**src/rtl/irqagg_pkg.sv**
```systemverilog
package irqagg_pkg;

  // Number of interrupt outputs: path 0 is the normal request, path 1 the fast one.
  localparam int NUM_PATH = 2;
  localparam int ADDR_W   = 3;

  // View codes carried in addr[1:0].
  localparam logic [1:0] VIEW_RAW = 2'd0;
  localparam logic [1:0] VIEW_MSK = 2'd1;
  localparam logic [1:0] VIEW_SET = 2'd2;
  localparam logic [1:0] VIEW_CLR = 2'd3;

  // Strobes sent from the control decode to the datapath.
  typedef struct packed {
    logic [NUM_PATH-1:0] setStb;
    logic [NUM_PATH-1:0] clrStb;
    logic                errStb;
  } strobe_t;

endpackage

```
**src/rtl/irqagg_dp.sv**
```systemverilog
module irqagg_dp
  import irqagg_pkg::*;
#(
  parameter int NUM_SRC  = 32,
  parameter int NUM_TMR  = 4,
  parameter int TMR_BASE = 4
) (
  input  logic                               clk,
  input  logic                               rstN,
  input  strobe_t                            stb,
  input  logic [NUM_SRC-1:0]                 wrData,
  input  logic [NUM_SRC-1:0]                 srcIn,
  input  logic [NUM_TMR-1:0]                 tmrIn,
  output logic [NUM_SRC-1:0]                 srcAll,
  output logic [NUM_PATH-1:0][NUM_SRC-1:0]   maskArr,
  output logic                               irqOut,
  output logic                               fiqOut,
  output logic                               busErr
);

  localparam int TMR_TOP = TMR_BASE + NUM_TMR;

  logic [NUM_PATH-1:0] outReg;

  // Merge the timer lines into their source positions.
  for (genvar b = 0; b < NUM_SRC; b++) begin : gMerge
    if (b >= TMR_BASE && b < TMR_TOP) begin : gTmr
      assign srcAll[b] = srcIn[b] | tmrIn[b-TMR_BASE];
    end else begin : gPlain
      assign srcAll[b] = srcIn[b];
    end
  end

  // One mask and one registered output per path.
  for (genvar p = 0; p < NUM_PATH; p++) begin : gPath
    always_ff @(posedge clk or negedge rstN) begin
      if (!rstN) begin
        maskArr[p] <= '0;
      end else if (stb.setStb[p]) begin
        maskArr[p] <= maskArr[p] | wrData;
      end else if (stb.clrStb[p]) begin
        maskArr[p] <= maskArr[p] & ~wrData;
      end
    end

    always_ff @(posedge clk or negedge rstN) begin
      if (!rstN) begin
        outReg[p] <= 1'b0;
      end else begin
        outReg[p] <= |(srcAll & maskArr[p]);
      end
    end
  end

  always_ff @(posedge clk or negedge rstN) begin
    if (!rstN) begin
      busErr <= 1'b0;
    end else if (stb.errStb) begin
      busErr <= 1'b1;
    end
  end

  assign irqOut = outReg[0];
  assign fiqOut = outReg[1];

endmodule

```
**src/rtl/irqagg_ctl.sv**
```systemverilog
module irqagg_ctl
  import irqagg_pkg::*;
#(
  parameter int NUM_SRC = 32
) (
  input  logic                              wrEn,
  input  logic [ADDR_W-1:0]                 addr,
  input  logic [NUM_SRC-1:0]                srcAll,
  input  logic [NUM_PATH-1:0][NUM_SRC-1:0]  maskArr,
  output strobe_t                           stb,
  output logic [NUM_SRC-1:0]                rdData
);

  logic               pathSel;
  logic [1:0]         viewSel;
  logic [NUM_SRC-1:0] selMask;

  assign pathSel = addr[2];
  assign viewSel = addr[1:0];
  assign selMask = maskArr[pathSel];

  // Write decode into strobes.
  always_comb begin
    stb = '0;
    if (wrEn) begin
      unique case (viewSel)
        VIEW_SET: stb.setStb[pathSel] = 1'b1;
        VIEW_CLR: stb.clrStb[pathSel] = 1'b1;
        default:  stb.errStb          = 1'b1;
      endcase
    end
  end

  // Read view selection.
  always_comb begin
    unique case (viewSel)
      VIEW_RAW: rdData = srcAll;
      VIEW_MSK: rdData = srcAll & selMask;
      default:  rdData = selMask;
    endcase
  end

endmodule

```
**src/rtl/irq_fiq_merge.sv**
```systemverilog
module irq_fiq_merge
  import irqagg_pkg::*;
#(
  parameter int NUM_SRC  = 32,
  parameter int NUM_TMR  = 4,
  parameter int TMR_BASE = 4
) (
  input  logic               clk,
  input  logic               rstN,
  input  logic [NUM_SRC-1:0] srcIn,
  input  logic [NUM_TMR-1:0] tmrIn,
  input  logic               wrEn,
  input  logic [2:0]         addr,
  input  logic [NUM_SRC-1:0] wrData,
  output logic [NUM_SRC-1:0] rdData,
  output logic               irqOut,
  output logic               fiqOut,
  output logic               busErr
);

  strobe_t                            stb;
  logic [NUM_SRC-1:0]                 srcAll;
  logic [NUM_PATH-1:0][NUM_SRC-1:0]   maskArr;

  irqagg_ctl #(.NUM_SRC(NUM_SRC)) uCtl (
    .wrEn    (wrEn),
    .addr    (addr),
    .srcAll  (srcAll),
    .maskArr (maskArr),
    .stb     (stb),
    .rdData  (rdData)
  );

  irqagg_dp #(
    .NUM_SRC  (NUM_SRC),
    .NUM_TMR  (NUM_TMR),
    .TMR_BASE (TMR_BASE)
  ) uDp (
    .clk     (clk),
    .rstN    (rstN),
    .stb     (stb),
    .wrData  (wrData),
    .srcIn   (srcIn),
    .tmrIn   (tmrIn),
    .srcAll  (srcAll),
    .maskArr (maskArr),
    .irqOut  (irqOut),
    .fiqOut  (fiqOut),
    .busErr  (busErr)
  );

endmodule

```
**config.mk**
```make
export PLATFORM = sky130hd
export DESIGN_NAME = irq_fiq_merge
export DESIGN_NICKNAME = d
export VERILOG_FILES = /design/src/rtl/irqagg_pkg.sv /design/src/rtl/irqagg_dp.sv /design/src/rtl/irqagg_ctl.sv /design/src/rtl/irq_fiq_merge.sv
export SDC_FILE = /design/constraint.sdc
export NUM_CORES = 1
export LEC_CHECK = 0
export ABC_CLOCK_PERIOD_IN_PS = 4500
export CORE_UTILIZATION = 52
export CTS_CLUSTER_SIZE = 10
export DETAILED_ROUTE_END_ITERATION = 6
export GPL_TIMING_DRIVEN = 0
export PLACE_DENSITY = 0.87
export REMOVE_ABC_BUFFERS = 1
export SLEW_MARGIN = 10
export SYNTH_ARGS = -nofsm -noshare
export SYNTH_HDL_FRONTEND = slang
export SYNTH_SLANG_ARGS = --single-unit
```
**constraint.sdc**
```tcl
create_clock -name clk -period 4.5 [get_ports clk]
set_input_delay 1.125 -clock clk [delete_from_list [all_inputs] [get_ports clk]]
set_output_delay 1.125 -clock clk [all_outputs]
set_load 0.005 [all_outputs]
```
==> metrics.cfg, run 1 <==
[route]
vias=3555
antenna_left=0
firstDrtPassIters=4
wire_per_inst_um=17.17
drc=0
via_per_inst=5.818
drt_wl_total_um=10490
drt-initial-drc-count=245

[logic_synthesis]
async_flop_share_pct=100.0
synth_edf_count=0
yosysTopAreaCell=dfrtp_1
postSynthAreaPerCell_um2=8.969
ys_seq_area_share_pct=45.04
synthTopCellsByArea=dfrtp_1 (45%), mux2i_1 (15%), nand2_1 (7.1%)
netlist_area_um2=3722
yosysMostFrequentCell=nand2_1
yosys_warnings=0
synthTopCellsByCount=nand2_1 (70), dfrtp_1 (67), mux2i_1 (55), a21oi_1 (50), nor2_1 (28)
ys_ff_latch=67
synth_ff_type=dfrtp_1
yosys.cell_types.count=23
synthCells=415
yosysTopAreaCellShare_pct=45.04

[worst_setup_path]
r2r-end=uDp.fiqOut
max_stage_delay_ns=0.71
crit_fanout=36
start_kind=primary input
endpoint=rdData[23]
crit_arrival_ns=3.13
reg2reg_slack_ns=2.98
worstSetupEndpointType=primary output
reg2reg_depth=4
crit_slowest_cell=or2_2
worstSetupStartpoint=addr[1]
worstPathCellList=buf_2 > or2_2 > a21oi_1 > clkdlybuf4s50_1
cp.required_ns=3.38
crit_type=in -> out

[grt]
gr-usage-all-layers_pct=29.55
grt_pass1_vias=3513
overflow=0
antenna_found_initial=0
grt_pass1_wl_um=16970
grt_max_degree=67

[die]
dieHeight_um=86.61
start_util_pct=54.19
die_w_um=86.61
core-area_um2=6869
num_rows=30
ios=109
dieArea_um2=7500

[power_and_ir_drop]
p_seq_share_pct=44.9
max-vdd-ir-drop_uv=190.0
clockPowerShare_pct=26.1
comb_power_share_pct=29.0
p_leak_uw=0.002297
power.density_nw_per_um2=362.0
p_int_uw=1276
switchingPower_uw=556.2
switching_share_pct=30.36

[clock_tree]
clkTransAtPathRegs_ns=0.07
tritoncts=done
cts_buffers=9
postCtsSetupBuffers=0
insertion_delay_ns=0.33
cts_max_level=3
cts_buffer_depth=2
clock_sinks=67
cts_root_buf=clkbuf_8

[timing]
tightest_slew_ns=0.8572
maxSlewHeadroom_pct=42.86
finalClockSkew_ns=0.003969
hold_viol=0
fin_crit_sh_pct=94.57
period_minus_slack_ns=4.256
fmax_mhz=235.0
tns_ns=0
rsz0062_at_grt=false
holdWs_ns=0.4541
setup_viol=0
drv_slew=0

[placed_design]
dp_cells=595
dp_hpwl_um=7162
io_buffers=108
place_congestion=0.8564
place_area_um2=4870

[finish]
area_growth_pct=35.97
fin_util_pct=73.68
antennaDiodeCount=0
drive_gt1_share_pct=6.019
design_area_um2=5061
nFillCells=519
stdcell_count=611
nets=584

[outcome]
status=finished clean

[flow_run]
maxCapViolCount=0

[min_path]
hp-class=reg -> reg

-- what timing repair did --
| action | 4_1_cts | 5_1_grt |
|---|---|---|
| gates resized for setup | 1 | 0 |
| endpoints found under the setup margin | 32 | 0 |
| endpoints found under the hold margin | 0 | 0 |
| hold buffers | 0 | 0 |
-- cells by family (layout without fill, tap and decap cells) --
group | count (synthesis) | in the layout | share of synthesized area [%]
AOI/OAI and AO/OA | 128 | 128 | 21.58
buffers and inverters | 52 | 152 | 6.319
DFF | 67 | 67 | 45.04
muxes | 55 | 55 | 14.79
and+or+nand+nor | 113 | 113 | 12.27
-- worst max-delay path: cells and delay by family --
family	cells	cell delay (ns)
AO/OA/AOI/OAI	1	0.20
buffers and inverters	2	1.08
AND/OR/NAND/NOR	1	0.71
-- layout make-up --
cell class / instances / area, um^2 / share of cell area (%)
Inverter: 24 / 90.09 / 1.780
Clock inverter: 1 / 5.005 / 0.09889
Sequential cell: 67 / 1677 / 33.13
Tap cell: 96 / 120.1 / 2.373
Clock buffer: 15 / 186.4 / 3.684
Multi-Input combinational cell: 296 / 1817 / 35.90
Timing Repair Buffer: 112 / 1166 / 23.04
-- metrics by stage --
step	power (uW)	setup WS [ns]
6_report	1832	0.2443
5_1_grt	1942	0.1569
4_1_cts	1835	0.2600
3_5_place_dp	1360	-0.1461
3_3_place_gp	1326	-1.504
2_1_floorplan	1054	1.511
-- power by group through the flow --
stage                     registers [uW]  logic, uW  clock network [uW]
after floorplan                      802        252                   0
after global placement               824        503                   0
after detailed placement             832        528                   0
after CTS                            821        532                 481
after global routing                 840        584                 518
final                                823        531                 478
-- per-layer routing --
layer / up-vias / global-route usage (%) / share of wire (%)
li1: 1665 / - / -
met4: 0 / 11.21 / 2.2
met2: 149 / 49.57 / 50
met5: - / 0 / 0
met1: 1718 / 37.49 / 41
met3: 23 / 6.476 / 6.2
-- how the worst min path moves through the flow --
stage               start    endpoint  slack, ns  depth (start not counted)
6_report       uDp.busErr  uDp.busErr       0.45                          1
5_1_grt        uDp.busErr  uDp.busErr       0.49                          1
4_1_cts        uDp.busErr  uDp.busErr       0.46                          1
3_5_place_dp   uDp.busErr  uDp.busErr       0.44                          1
3_3_place_gp   uDp.busErr  uDp.busErr       0.44                          1
2_1_floorplan  uDp.busErr  uDp.busErr       0.45                          1
-- layout by cell type (no fill, tap or decap), types with 6 or more instances in the layout --
cell type / n
a31oi_1: 18
o21ai_1: 6
a221oi_2: 6
dfrtp_1: 67
mux2i_1: 55
nand2_1: 70
clkdlybuf4s50_1: 104
inv_1: 24
a21oi_1: 50
clkbuf_8: 13
nor2_1: 28
nand4_1: 6
o21ai_0: 25
a22o_1: 12
a221oi_1: 6
No activity file was read; power rests on OpenSTA's default activity.
==> inputs of run 2 (changes only) <==
- ABC_CLOCK_PERIOD_IN_PS: 4500 -> default
==> results of run 2 <==
Same layout as run 1: the final DEF is identical, and so are final timing and power.
==> inputs of run 3 (changes only) <==
- CORE_UTILIZATION: 52 -> 50
- PLACE_DENSITY: 0.87 -> 0.84
==> run 3 against run 2 <==
Compared with the run above:
- sequential share of layout area rose by 0.15 points
- first-iteration DRC count decreased by 48%
- clock power shrank 6.9%
- die area increased by 3.9%
- register-to-register slack worse by 0.09 ns
- largest cell class unchanged
- highest routed layer unchanged
==> metrics.cfg, run 3 (synthesis gave the netlist of run 1 again) <==
[worst_setup_path]
crit_type=in -> out
crit_fanout=35
cp.required_ns=3.38
start_kind=primary input
critical_path.top_delay_family=buffers and inverters
worstPathCellList=buf_2 > buf_16 > or2_2 > a21oi_1 > clkdlybuf4s50_1
worstSetupEndpointType=primary output
crit_arrival_ns=3.15
max_stage_delay_ns=0.61
crit_slowest_cell=or2_2
worst-path-buf-inv=3

[clock_tree]
tritoncts=done
clock_sinks=67
cts_root_buf=clkbuf_8
clkTransAtPathRegs_ns=0.07
cts_max_level=3
cts_buffer_depth=2
insertion_delay_ns=0.34
cts_buffers=9

[timing]
fin_crit_sh_pct=95.11
finalClockSkew_ns=0.004397
hold_viol=0
fmax_mhz=233.7
setup_viol=0
fin_ws_ns=0.2202
rsz0062_at_grt=false
period_minus_slack_ns=4.280
drv_slew=0
tns_ns=0
maxSlewHeadroom_pct=45.89
tightest_slew_ns=0.8116
holdWs_ns=0.4572

[finish]
nets=584
area_growth_pct=35.36
layout_common_cells=clkdlybuf4s50_1 (104), nand2_1 (70), dfrtp_1 (67)
layout_commonest_cell=clkdlybuf4s50_1
antennaDiodeCount=0
drive_gt1_share_pct=5.825
stdcell_count=614

[grt]
grt_pass1_wl_um=15940
grt_use_met3_pct=5.037
overflow=0
grt_util_met2_pct=45.59
grt_max_degree=68
met1_usage_pct=35.28
gr-usage-all-layers_pct=27.36
grt_pass1_vias=3335
antenna_found_initial=0
grt.busiest_layer=met2

[route]
firstDrtPassIters=4
drc=0
drt-initial-drc-count=128
wire_per_inst_um=16.58
via_per_inst=5.648
drt_wl_total_um=10180
antenna_left=0
vias=3468

[placed_design]
place_ws_ns=-0.1999
dp_cells=598
place_congestion=0.8639
dp_hpwl_um=7004
io_buffers=108

[power_and_ir_drop]
comb_power_share_pct=29.3
switching_share_pct=30.53
p_int_uw=1244
p_seq_share_pct=45.8
p_leak_uw=0.002285
clockPowerShare_pct=24.9
max-vdd-ir-drop_uv=199.5
switchingPower_uw=546.7
power.density_nw_per_um2=355.4

[flow_run]
maxCapViolCount=0

[die]
num_rows=31
dieHeight_um=88.28
dieArea_um2=7793
ios=109
start_util_pct=51.60
die_w_um=88.28
core-area_um2=7214

[outcome]
status=finished clean

[min_path]
hp-class=reg -> reg

## run 3: cell types whose count changed in the layout (fill, tap and decap cells not counted)
| cell | previous run | this run |
|---|---|---|
| buf_16 | 3 | 2 |
| clkbuf_8 | 13 | 11 |
| clkinv_2 | 1 | 2 |
| buf_12 | 1 | 2 |
| clkbuf_1 | 2 | 3 |
## run 3: per-layer routing
metal	wire length, um	up-vias	part of all wire [%]
met3	657	15	6.5
li1	-	1661	-
met5	0	-	0
met2	5096	145	50
met4	163	0	1.6
met1	4267	1647	42
## run 3: timing repair
item,4_1_cts,5_1_grt
setup endpoints to repair,32,0
hold buffers,0,0
setup buffers,0,0
gates resized for setup,1,0
## run 3: power groups by stage
stage	logic, uW	clock network, uW	registers [uW]
floorplan	252	0	802
global placement	504	0	823
detailed placement	525	0	830
CTS	528	452	819
global route	577	486	836
finish	525	445	821
## run 3: worst reg2reg max path, delay by kind of cell, from the launching register on
family | cells | cell delay, ns
AND/OR/NAND/NOR | 2 | 0.48
flip-flops | 1 | 0.40
AO/OA/AOI/OAI | 2 | 0.61
## run 3: metrics by stage
stage          total power [uW]  util, %  cell area (um^2)
3_5_place_dp               1355    67.45              4866
5_1_grt                    1899    69.84              5039
2_1_floorplan              1054        -              3577
6_report                   1791    69.84              5039
4_1_cts                    1799    69.84              5039
3_3_place_gp               1327    66.29              4782
## run 3: cell type report
class	count	area [um^2]
clock inverter	2	10.01
multi-input combinational	296	1817
inverter	24	90.09
timing repair buffer	112	1159
tap	99	123.9
clock buffer	14	162.7
fill	549	2176
sequential	67	1677
## run 3: final timing paths
check                           start         end  slack [ns]  depth (start not counted)
hold / removal             uDp.busErr  uDp.busErr        0.46                          1
setup reg to reg             register  uDp.fiqOut        2.89                          4
max in group asynchronous        rstN   async pin        3.44                          2
hold reg to reg            uDp.busErr  uDp.busErr        0.46                          1
setup / recovery              addr[0]  rdData[30]        0.22                          5
min in group asynchronous        rstN   async pin        0.79                          2
